## src/rtl/eag_pkg.sv

```systemverilog
package eag_pkg;

    typedef enum logic [2:0] {
        M_IDX16 = 3'd0,
        M_IDX20 = 3'd1,
        M_ACCE  = 3'd2,
        M_REL8  = 3'd3,
        M_REL16 = 3'd4,
        M_POST  = 3'd5,
        M_INH   = 3'd6,
        M_RSV   = 3'd7
    } eag_mode_e;

    typedef enum logic [1:0] {
        ST_IDLE  = 2'd0,
        ST_EVAL  = 2'd1,
        ST_WBACK = 2'd2
    } eag_state_e;

    localparam logic [1:0] SEL_X   = 2'b00;
    localparam logic [1:0] SEL_Y   = 2'b01;
    localparam logic [1:0] SEL_Z   = 2'b10;
    localparam logic [1:0] SEL_BAD = 2'b11;

endpackage

```

## src/rtl/eag_base_sel.sv

```systemverilog
module eag_base_sel
    import eag_pkg::*;
#(
    parameter int REG_W = 16,
    parameter int EXT_W = 4
) (
    input  logic [2:0]             mode,
    input  logic [1:0]             idx_sel,
    input  logic [REG_W-1:0]       ix,
    input  logic [REG_W-1:0]       iy,
    input  logic [REG_W-1:0]       iz,
    input  logic [EXT_W-1:0]       xk,
    input  logic [EXT_W-1:0]       yk,
    input  logic [EXT_W-1:0]       zk,
    input  logic [EXT_W-1:0]       pk,
    input  logic [REG_W-1:0]       pc,
    output logic [REG_W+EXT_W-1:0] base,
    output logic                   bad_sel
);
    localparam int AW = REG_W + EXT_W;

    logic [AW-1:0] idx_base;
    logic          uses_sel;

    always_comb begin
        unique case (idx_sel)
            SEL_X:   idx_base = {xk, ix};
            SEL_Y:   idx_base = {yk, iy};
            SEL_Z:   idx_base = {zk, iz};
            default: idx_base = '0;
        endcase
    end

    always_comb begin
        uses_sel = 1'b0;
        unique case (eag_mode_e'(mode))
            M_REL8, M_REL16: base = {pk, pc};
            M_POST:          base = {xk, ix};
            M_IDX16, M_IDX20, M_ACCE: begin
                base     = idx_base;
                uses_sel = 1'b1;
            end
            default:         base = '0;
        endcase
    end

    assign bad_sel = uses_sel && (idx_sel == SEL_BAD);

endmodule

```

## src/rtl/eag_off_ext.sv

```systemverilog
module eag_off_ext
    import eag_pkg::*;
#(
    parameter int REG_W   = 16,
    parameter int EXT_W   = 4,
    parameter int SHORT_W = 8
) (
    input  logic [2:0]             mode,
    input  logic [REG_W+EXT_W-1:0] offset,
    input  logic [REG_W-1:0]       acc_e,
    output logic [REG_W+EXT_W-1:0] off_ext
);
    localparam int AW = REG_W + EXT_W;

    logic [AW-1:0] sx_long;
    logic [AW-1:0] sx_short;
    logic [AW-1:0] sx_acc;

    assign sx_long  = {{(AW-REG_W){offset[REG_W-1]}}, offset[REG_W-1:0]};
    assign sx_short = {{(AW-SHORT_W){offset[SHORT_W-1]}}, offset[SHORT_W-1:0]};
    assign sx_acc   = {{(AW-REG_W){acc_e[REG_W-1]}}, acc_e};

    always_comb begin
        unique case (eag_mode_e'(mode))
            M_IDX16, M_REL16: off_ext = sx_long;
            M_IDX20:          off_ext = offset;
            M_ACCE:           off_ext = sx_acc;
            M_REL8, M_POST:   off_ext = sx_short;
            default:          off_ext = '0;
        endcase
    end

endmodule

```

## src/rtl/eag_top.sv

```systemverilog
module eag_top
    import eag_pkg::*;
#(
    parameter int REG_W   = 16,
    parameter int EXT_W   = 4,
    parameter int SHORT_W = 8
) (
    input  logic                   clk,
    input  logic                   rst_n,
    input  logic                   start,
    input  logic [2:0]             mode,
    input  logic [1:0]             idx_sel,
    input  logic [REG_W-1:0]       ix,
    input  logic [REG_W-1:0]       iy,
    input  logic [REG_W-1:0]       iz,
    input  logic [EXT_W-1:0]       xk,
    input  logic [EXT_W-1:0]       yk,
    input  logic [EXT_W-1:0]       zk,
    input  logic [REG_W-1:0]       acc_e,
    input  logic [EXT_W-1:0]       pk,
    input  logic [REG_W-1:0]       pc,
    input  logic [REG_W+EXT_W-1:0] offset,
    input  logic                   taken,
    output logic                   busy,
    output logic                   done,
    output logic                   ea_valid,
    output logic [REG_W+EXT_W-1:0] ea,
    output logic                   err,
    output logic                   pc_we,
    output logic                   idx_we,
    output logic [1:0]             idx_wsel,
    output logic [REG_W-1:0]       idx_wdata,
    output logic [EXT_W-1:0]       idx_wext
);
    localparam int AW = REG_W + EXT_W;

    eag_state_e    state, state_nx;
    eag_mode_e     mode_q;
    logic [AW-1:0] base_d, base_q;
    logic [AW-1:0] off_d, off_q;
    logic          bad_d, bad_q;
    logic          taken_q;
    logic [AW-1:0] sum;
    logic          accept;

    eag_base_sel #(.REG_W(REG_W), .EXT_W(EXT_W)) u_base (
        .mode(mode), .idx_sel(idx_sel),
        .ix(ix), .iy(iy), .iz(iz),
        .xk(xk), .yk(yk), .zk(zk),
        .pk(pk), .pc(pc),
        .base(base_d), .bad_sel(bad_d)
    );

    eag_off_ext #(.REG_W(REG_W), .EXT_W(EXT_W), .SHORT_W(SHORT_W)) u_off (
        .mode(mode), .offset(offset), .acc_e(acc_e), .off_ext(off_d)
    );

    assign accept = (state == ST_IDLE) && start;
    assign sum    = base_q + off_q;

    always_ff @(posedge clk) begin
        if (!rst_n) state <= ST_IDLE;
        else        state <= state_nx;
    end

    always_ff @(posedge clk) begin
        if (!rst_n) begin
            mode_q  <= M_INH;
            base_q  <= '0;
            off_q   <= '0;
            bad_q   <= 1'b0;
            taken_q <= 1'b0;
        end else if (accept) begin
            mode_q  <= eag_mode_e'(mode);
            base_q  <= base_d;
            off_q   <= off_d;
            bad_q   <= bad_d;
            taken_q <= taken;
        end
    end

    always_comb begin
        state_nx = state;
        unique case (state)
            ST_IDLE:  if (start) state_nx = ST_EVAL;
            ST_EVAL:  state_nx = (mode_q == M_POST) ? ST_WBACK : ST_IDLE;
            ST_WBACK: state_nx = ST_IDLE;
            default:  state_nx = ST_IDLE;
        endcase
    end

    always_comb begin
        done      = 1'b0;
        ea_valid  = 1'b0;
        ea        = '0;
        err       = 1'b0;
        pc_we     = 1'b0;
        idx_we    = 1'b0;
        idx_wsel  = SEL_X;
        idx_wdata = '0;
        idx_wext  = '0;
        unique case (state)
            ST_IDLE: ;
            ST_EVAL: begin
                done = 1'b1;
                unique case (mode_q)
                    M_IDX16, M_IDX20, M_ACCE: begin
                        err      = bad_q;
                        ea_valid = !bad_q;
                        ea       = bad_q ? '0 : sum;
                    end
                    M_REL8, M_REL16: begin
                        ea_valid = 1'b1;
                        ea       = taken_q ? sum : base_q;
                        pc_we    = taken_q;
                    end
                    M_POST: begin
                        ea_valid = 1'b1;
                        ea       = base_q;
                    end
                    M_INH: ;
                    M_RSV: err = 1'b1;
                    default: err = 1'b1;
                endcase
            end
            ST_WBACK: begin
                idx_we                = 1'b1;
                idx_wsel              = SEL_X;
                {idx_wext, idx_wdata} = sum;
            end
            default: ;
        endcase
    end

    assign busy = (state != ST_IDLE);

endmodule

```

## config.mk

```make
export PLATFORM = sky130hd
export DESIGN_NAME = eag_top
export DESIGN_NICKNAME = d
export VERILOG_FILES = /design/src/rtl/eag_pkg.sv /design/src/rtl/eag_base_sel.sv /design/src/rtl/eag_off_ext.sv /design/src/rtl/eag_top.sv
export SDC_FILE = /design/constraint.sdc
export NUM_CORES = 1
export LEC_CHECK = 0
export ABC_CLOCK_PERIOD_IN_PS = 3300
export BUFFER_PORTS_ARGS = -buffer_cell sky130_fd_sc_hd__buf_2
export CAP_MARGIN = 10
export CORE_MARGIN = 4
export CORE_UTILIZATION = 27
export DETAILED_ROUTE_END_ITERATION = 16
export PLACE_DENSITY_LB_ADDON = 0.15
export SETUP_SLACK_MARGIN = 0.2
export SLEW_MARGIN = 0
export SYNTH_ARGS = -nofsm -noshare
export SYNTH_HDL_FRONTEND = slang
export SYNTH_SLANG_ARGS = --single-unit
```

## constraint.sdc

```tcl
create_clock -name clk -period 3.3 [get_ports clk]
set_clock_uncertainty 0.2 [all_clocks]
set_input_delay 0.495 -clock clk [delete_from_list [all_inputs] [get_ports clk]]
set_output_delay 0.495 -clock clk [all_outputs]
set_load 0.01 [all_outputs]
```

* Word-level counts from Yosys, hierarchy flattened
Cells that the tools add are included.
Cells by class: add/sub/neg operators 1, eq/ne operators 17, multiplexer cells 21, reductions and logical operators 15
Operators with widths (number):
- $pmux W20 S3 | 3
- $pmux W20 S4 | 1
- $mux W20 | 3
- $add A20 B20 Y20 | 1
- $mux W16 | 1
- $eq A3 B3 Y1 const B | 5
- $eq A3 B2 Y1 const B | 4
- $reduce_or A3 Y1 | 3
- $reduce_or A2 Y1 | 4
- $mux W1 | 7
- $eq A2 B2 Y1 const B | 3
- $eq A3 B1 Y1 const B | 2
- $logic_not A3 Y1 | 2
- $eq A2 B1 Y1 const B | 2
- $logic_not A2 Y1 | 2
- $mux W2 | 2
- $mux W4 | 1
- $pmux W1 S2 | 2
- $pmux W2 S2 | 1
- $logic_and A1 B1 Y1 | 2
- $ne A2 B2 Y1 const B | 1
- $reduce_bool A2 Y1 | 1
- $logic_not A1 Y1 | 1
Word-level totals: flip-flop bits (word level) 47, input bits 125, output and inout port bits 48, word-level logic and storage cells 60

* Logic depth before layout (Yosys ltp)
Gate-level depths: netlist (run 1).
depth in word-level cells 4, depth in mapped cells 10, depth with buffers taken out 9

* Hierarchy
Synthesis (run 1) repeated with hierarchy kept, for this count alone.
Second synthesis, totals: cell total of the unflattened synthesis 624, area, all modules 4574.4 um2
Modules (own cells, without submodules):
- eag_top | instances 1, cells each 416, area an instance 2964.1 um2, seq. area each 940.9 um2
- eag_base_sel | instances 1, cells each 122, area an instance 1059.8 um2, seq. area each 0.0 um2
- eag_off_ext | instances 1, cells each 86, area an instance 550.5 um2, seq. area each 0.0 um2

* Worst setup path after synthesis (run 1)
Ideal clock, no wire load.
path type reg-to-output, from register base_q[0], to output port ea[18], data arrival time 2.468 ns, data required time 2.605 ns, slack 0.137 ns, stages on the path, launching flop included 10, buffers on the path 0, path through dfxtp_1 ha_1 fa_1 a21o_1 a21oi_2 nor3b_2 o41ai_4 a211oi_1 or3_1 a32o_1
Between the ends: longest elaborated chain between the ends 4, elaborated cells between the ends (all ways) 5, those cells by class add/sub: 1; mux: 4
Ends and longest elaborated chain:
- from (decl) | line eag_top.sv:39 | logic [AW-1:0] base_d, base_q;
- from (signal assigned) | line eag_top.sv:75 | base_q <= base_d;
- $add A20 B20 Y20 (*) | line eag_top.sv:59 | assign sum = base_q + off_q;
- $mux W20, on equally long branches | line eag_top.sv:114, eag_top.sv:110
- $pmux W20 S3 (*) | line eag_top.sv:106 | unique case (mode_q)
- $mux W20 (*) | line eag_top.sv:102 | unique case (state)
- to (decl) | line eag_top.sv:27 | output logic [REG_W+EXT_W-1:0] ea,
Every way passes the cells marked *; elsewhere a longest branch is shown, timed or not.

* Worst setup path after layout (run 1)
Ends and elaborated chain as after synthesis.

==> run metrics, run 1 <==
WP data required=2.60 ns; chip height=131.8 um; relative slew slack=19.25%; core box area=14750 sq um; post-synthesis async set-or-reset flop share=0%; setup ws final=-0.2016 ns; leakage=2.823 nW; Final GP Congestion=between 0.8 and 0.9; startpoint types=register; first-pass GRT wire length=25810 um; via count=4894; htree depth=2; Total Routing Usage GR=18.23%; clk buf depth=2; Synth Cell Area=4135 sq um; critical path capture point=ea[18]; ys flop type=dfxtp_1; post-synthesis register bit count=47; worst endpoint data arrival time=2.81 ns; crit path max fanout=5; Initial Utilization=~28%; most common cell in the synthesized netlist=nand2_1; Syn Area/Cell=7.437 sq um; I/O Buffers=170; DIE AREA=around 17000 sq um; Final ANT Viol Nets=0; DP HPWL=roughly 14000 um; finished layout cell area=between 5000 and 6000 sq um; layout cells sized above 1=35.34%; via/cell ratio=about 5.4; Final Setup Violations=12; number of buffers created by CTS=5; Post-Route WL=16940 um; Fin. Hold Viols=0; PwrDens=305.6 nW/um^2; worst r2r src=state[1]; critical path type=reg2out; initial antenna violation count=0; sw frac=31.17%; Hold Path Class=in2reg; Pint=1.218 mW; total power=1.770 mW; fin. max-slew vios=0; cell taking the most area after synthesis=dfxtp_1; # IOs=173; DRC=0; clock sinks=47; drt wl/cell=18.53 um; peak supply drop=about 0.00017 V; GR Overflow Total=0; crit end category=output port; combinational share of power=29.2%; RSZ-0062 raised after global routing=yes; placed cells=896; start point of the critical path=base_q[0]; Ant. Diodes=0; Clk pwr share=34.7%; Worst-path clk slew=0.07 ns; Layout Utilization=39.26%; post-route minimum period=3.502 ns; Hold Path Cell Cnt=3; P&R area growth vs syn=40.06%; largest net degree at the start of global routing=between 40 and 50; CTS tree=done; max cap viols=0; later-pin clock latency in the skew report=around 0.28 ns; Distinct cells, synth=58; first-pass detailed-route iteration total=5; Final Hold Slack=0.2559 ns; Root Driver=clkbuf_16; switching power=551.7 uW; chip width=between 100 and 150 um; status=finished, violations left; Cell Area, Placed=5251 sq um; number of enable flip-flop cells after synthesis=0; Iter 0 DRT Violations=about 310; Seq pwr share=36.1%; vias in the first global route=about 4.8k; violated checks=negative setup slack; YS warnings=0; r2r setup slk=1.33 ns; reg-to-reg endpoint=off_q[8]; most instantiated cells after synthesis=65 x nand2_1, 47 x dfxtp_1, 42 x a21oi_1, 41 x o21ai_0, 37 x nor2_1; Post-Synthesis Cells=556; Nets=874; Area contributors post-synth=dfxtp_1 23%, nand2_1 5.9%, ha_1 5.7%; sequential share of the synthesized area=between 20% and 30%; worst slew pin tran=1.207 ns; Place WS=0.02044 ns; Fmax=285.6 MHz; setup TNS=-1.204 ns; Yosys top cell area share=between 20% and 30%; FP Rows=44; reg2reg path depth=5; Non-Filler Instances=a little over 900; period utilisation layout=106.1%
## sequential cells by signal, summed over array words and instances, names as in the netlist
| register | cells |
|---|---|
| bad_q | 1 |
| base_q | 20 |
| mode_q | 3 |
| off_q | 20 |
| state | 2 |
| taken_q | 1 |
## worst max-delay path, stage by stage, from the launching register on
cell      delay, ns
dfxtp_2        0.34
ha_4           0.16
fa_2           0.34
a21o_1         0.19
a21oi_4        0.18
nor3b_4        0.08
o41ai_4        0.19
buf_4          0.20
a211oi_2       0.07
or3_1          0.34
a32o_2         0.30
buf_6          0.12
## cell usage in the layout, fill, tap and decap left out, types with 8 or more instances in the layout
cell / n
nand2_1: 64
inv_1: 15
and2_1: 33
buf_2: 166
a22o_1: 21
o21ai_0: 32
o211a_1: 12
nor2b_1: 14
o21ai_1: 8
buf_6: 9
a222oi_1: 20
a22oi_1: 25
ha_1: 13
a21o_1: 12
nor2_1: 37
buf_4: 32
dfxtp_1: 41
a21oi_1: 35
a21boi_0: 11
o221ai_1: 8
nand3_1: 10
## layer usage
metal / share of wire, % / wire [um] / vias to the layer above / track usage, %
met2: 46 / 7822 / 200 / 31.29
met5: 0 / 0 / - / 0
met3: 7.0 / 1182 / 6 / 3.359
li1: - / - / 2416 / -
met1: 46 / 7817 / 2272 / 24.37
met4: 0.68 / 116 / 0 / 2.800
## logic make-up (layout without fill, tap and decap cells)
group	after synthesis	in the layout	synth area share [%]
buf+inv	58	231	5.597
mux	2	2	0.4841
compound gates	223	223	39.12
other cells	1	2	0.09068
simple gates	190	190	22.54
fa+ha+maj	20	20	6.233
xor+xnor	15	15	3.177
flops	47	47	22.75
## cell type report
type	count	area, sq um
multi-input cells	452	3203
inverters	16	60.06
fillers	1543	8962
well taps	184	230.2
repair buffers	207	1172
clock buffers	6	138.9
flip-flops and latches	47	948.4
clock inverters	2	38.79
## power groups by stage
stage	registers, mW	clock network [mW]	logic (mW)
finish	0.639	0.614	0.516
global route	0.643	0.643	0.569
CTS	0.639	0.628	0.497
detailed placement	0.648	0	0.482
global placement	0.647	0	0.476
floorplan	0.631	0	0.295
## worst min path at each step
stage / from / end / slack [ns]
CTS: taken / taken_q / 0.26
floorplan: taken_q / taken_q / 0.27
global placement: off_q[0] / off_q[0] / 0.29
global route: taken / taken_q / 0.27
finish: taken / taken_q / 0.26
detailed placement: taken_q / taken_q / 0.30
## timing repair
item                       4_1_cts  5_1_grt
gates resized for setup         36       27
setup buffers                    3        7
hold buffers                     0        0
pin swaps                       12       19
setup endpoints to repair       26       26
Note: power is estimated with default switching activity, not from simulation.
==> run 2: changes to the inputs <==
--- a/config.mk
+++ b/config.mk
@@ -12,6 +12,7 @@
 export CORE_UTILIZATION = 27
 export DETAILED_ROUTE_END_ITERATION = 16
 export PLACE_DENSITY_LB_ADDON = 0.15
+export REMOVE_ABC_BUFFERS = 1
 export SETUP_SLACK_MARGIN = 0.2
 export SLEW_MARGIN = 0
 export SYNTH_ARGS = -nofsm -noshare
==> run 2 against run 1 <==
The run still ends with negative setup slack left. Wire length down 2.4%. Critical path depth unchanged. Design area down 1.4%. Highest routed layer unchanged.
==> run metrics, run 2 (synthesis results as in run 1) <==
status=finished, violations left; violated checks=negative setup slack; fin. max-slew vios=0 (unchanged); Largest regs=base_q x20, off_q x20, mode_q x3; Final ANT Viol Nets=0 (unchanged); clock sinks=47 (unchanged); worst r2r src=state[1]; start point of the critical path=off_q[0]; Hold Path Class=in2reg; DRC=0 (unchanged); vias in the first global route=5087 (+5.0%); fill count=1581 (+2.5%); drt wl/cell=18.19 um (-1.8%); Worst-path clk slew=0.07 ns (about the same); FP Rows=44 (unchanged); chip width=131.8 um (unchanged); post-route minimum period=3.558 ns (+0.05626 ns); GR Overflow Total=0 (unchanged); startpoint types=register; critical path capture point=ea[18]; RSZ-0062 raised after global routing=yes; # IOs=173 (unchanged); reg-to-reg endpoint=base_q[16]; Final GP Congestion=0.8806 (-1.3%); Iter 0 DRT Violations=320 (+1.9%); most frequent cells in the layout=168 x buf_2, 64 x nand2_1, 41 x dfxtp_1; htree depth=2 (unchanged); Hold Path Cell Cnt=3 (unchanged); via/cell ratio=5.339 (-0.29%); setup ws final=-0.2579 ns (-0.05626 ns); finished layout cell area=5708 sq um (-1.4%); Cell Area, Placed=5219 sq um (-0.62%); number of buffers created by CTS=5 (unchanged); layout cells sized above 1=34.90% (-0.45 points); worst endpoint data arrival time=2.86 ns (+0.05 ns); core box area=14750 sq um (unchanged); I/O Buffers=170 (unchanged); Fmax=281.1 MHz (-1.6%); peak supply drop=0.0001723 V (-0.58%); CP top delay family=compound AO/OA/AOI/OAI gates; Ant. Diodes=0 (unchanged); Nets=869 (-0.57%); DP HPWL=12650 um (-8.3%); Final Setup Violations=13 (+1); largest net degree at the start of global routing=48 (unchanged); commonest non-fill, non-tap cell in the layout=buf_2; cts hold-fix bufs=0 (unchanged); Initial Utilization=28.03% (unchanged); setup TNS=-1.629 ns (-0.4253 ns); Fin. Hold Viols=0 (unchanged); Root Driver=clkbuf_16; worst slew pin tran=0.9995 ns (-0.2073 ns); P&R area growth vs syn=38.03%; clk buf depth=2 (unchanged); crit end category=output port; CP max stage cell=or3_1; max cap viols=0 (unchanged); critical path type=reg2out; period utilisation layout=107.8% (+1.7 points); initial antenna violation count=0 (unchanged); leakage=2.765 nW (-2.1%); DIE AREA=17360 sq um (unchanged); later-pin clock latency in the skew report=0.29 ns (about the same); Post-Route WL=16540 um (-2.4%); Total Routing Usage GR=18.40% (+0.17 points); CP Cell Sequence=ha_4 > fa_2 > a21o_1 > a21oi_2 > nor3b_2 > o41ai_4 > buf_4 > a211oi_2 > or3_1 > a32o_1 > buf_2; relative slew slack=32.98% (+14 points); r2r setup slk=1.13 ns (-0.20 ns); reg2reg path depth=6 (+1); first-pass GRT wire length=26280 um (+1.8%); critical hold path startpoint=taken; PwrDens=295.1 nW/um^2 (-3.4%); crit path buf inv count=2 (unchanged); chip height=131.8 um (unchanged); CTS tree=done; crit path max fanout=4 (-1); WP depth=11 (unchanged); slowest stage delay, CP=0.39 ns (+0.05 ns); via count=4853 (-0.84%); WP data required=2.60 ns (about the same); first-pass detailed-route iteration total=5 (unchanged)
==> run 2: final cells by class <==
cell class / count / area, sq um / area share (%)
Multi-Input combinational cell: 452 / 3184 / 55.79
Timing Repair Buffer: 202 / 1122 / 19.66
Sequential cell: 47 / 950.9 / 16.66
Tap cell: 184 / 230.2 / 4.033
Clock buffer: 7 / 152.6 / 2.674
Inverter: 16 / 60.06 / 1.052
Clock inverter: 1 / 7.507 / 0.1315
==> run 2: power by group <==
group | leakage [nW] | total (mW) | internal [mW] | switching [mW]
sequential | 0.388 | 0.639 | 0.601 | 0.0377
clock | 0.0761 | 0.551 | 0.323 | 0.228
combinational | 2.30 | 0.495 | 0.227 | 0.267
total | 2.76 | 1.68 | 1.15 | 0.533
==> run 2: worst min path at each step <==
stage	endpoint	slack, ns
finish	taken_q	0.26
global route	state[0]	0.26
CTS	taken_q	0.25
detailed placement	taken_q	0.30
floorplan	taken_q	0.27
global placement	off_q[0]	0.28
==> run 2: through the flow <==
stage          setup WS (ns)  util, %  std cells  hold slack [ns]  total power, mW
2_1_floorplan         0.1374        -        515           0.2658           0.8978
3_3_place_gp       -0.008158    35.37        890           0.2845            1.109
3_5_place_dp        -0.04564    35.37        890           0.2976            1.114
4_1_cts              -0.2521    38.03        904           0.2541            1.694
5_1_grt              -0.3661    38.69        909           0.2617            1.782
6_report             -0.2579    38.69        909           0.2576            1.684
==> run 2: worst reg2reg max path, delay by kind of cell (launching register included) <==
| family | cells | cell delay (ns) |
|---|---|---|
| buffers and inverters | 1 | 0.29 |
| AND/OR/NAND/NOR | 4 | 0.97 |
| AO/OA/AOI/OAI | 1 | 0.34 |
| flip-flops | 1 | 0.32 |
==> run 2: per-layer routing <==
layer	wire length (um)	share of wire, %	track usage (%)	vias up
met3	859	5.2	3.626	24
li1	-	-	-	2399
met5	0	0	0	-
met4	416	2.5	5.426	0
met1	7280	44	23.11	2260
met2	7982	48	31.98	170
==> run 2: repair_timing <==
item	in CTS	in global routing
resized for setup	40	16
buffers inserted	6	5
pin swaps	17	22
setup endpoints to repair	25	26
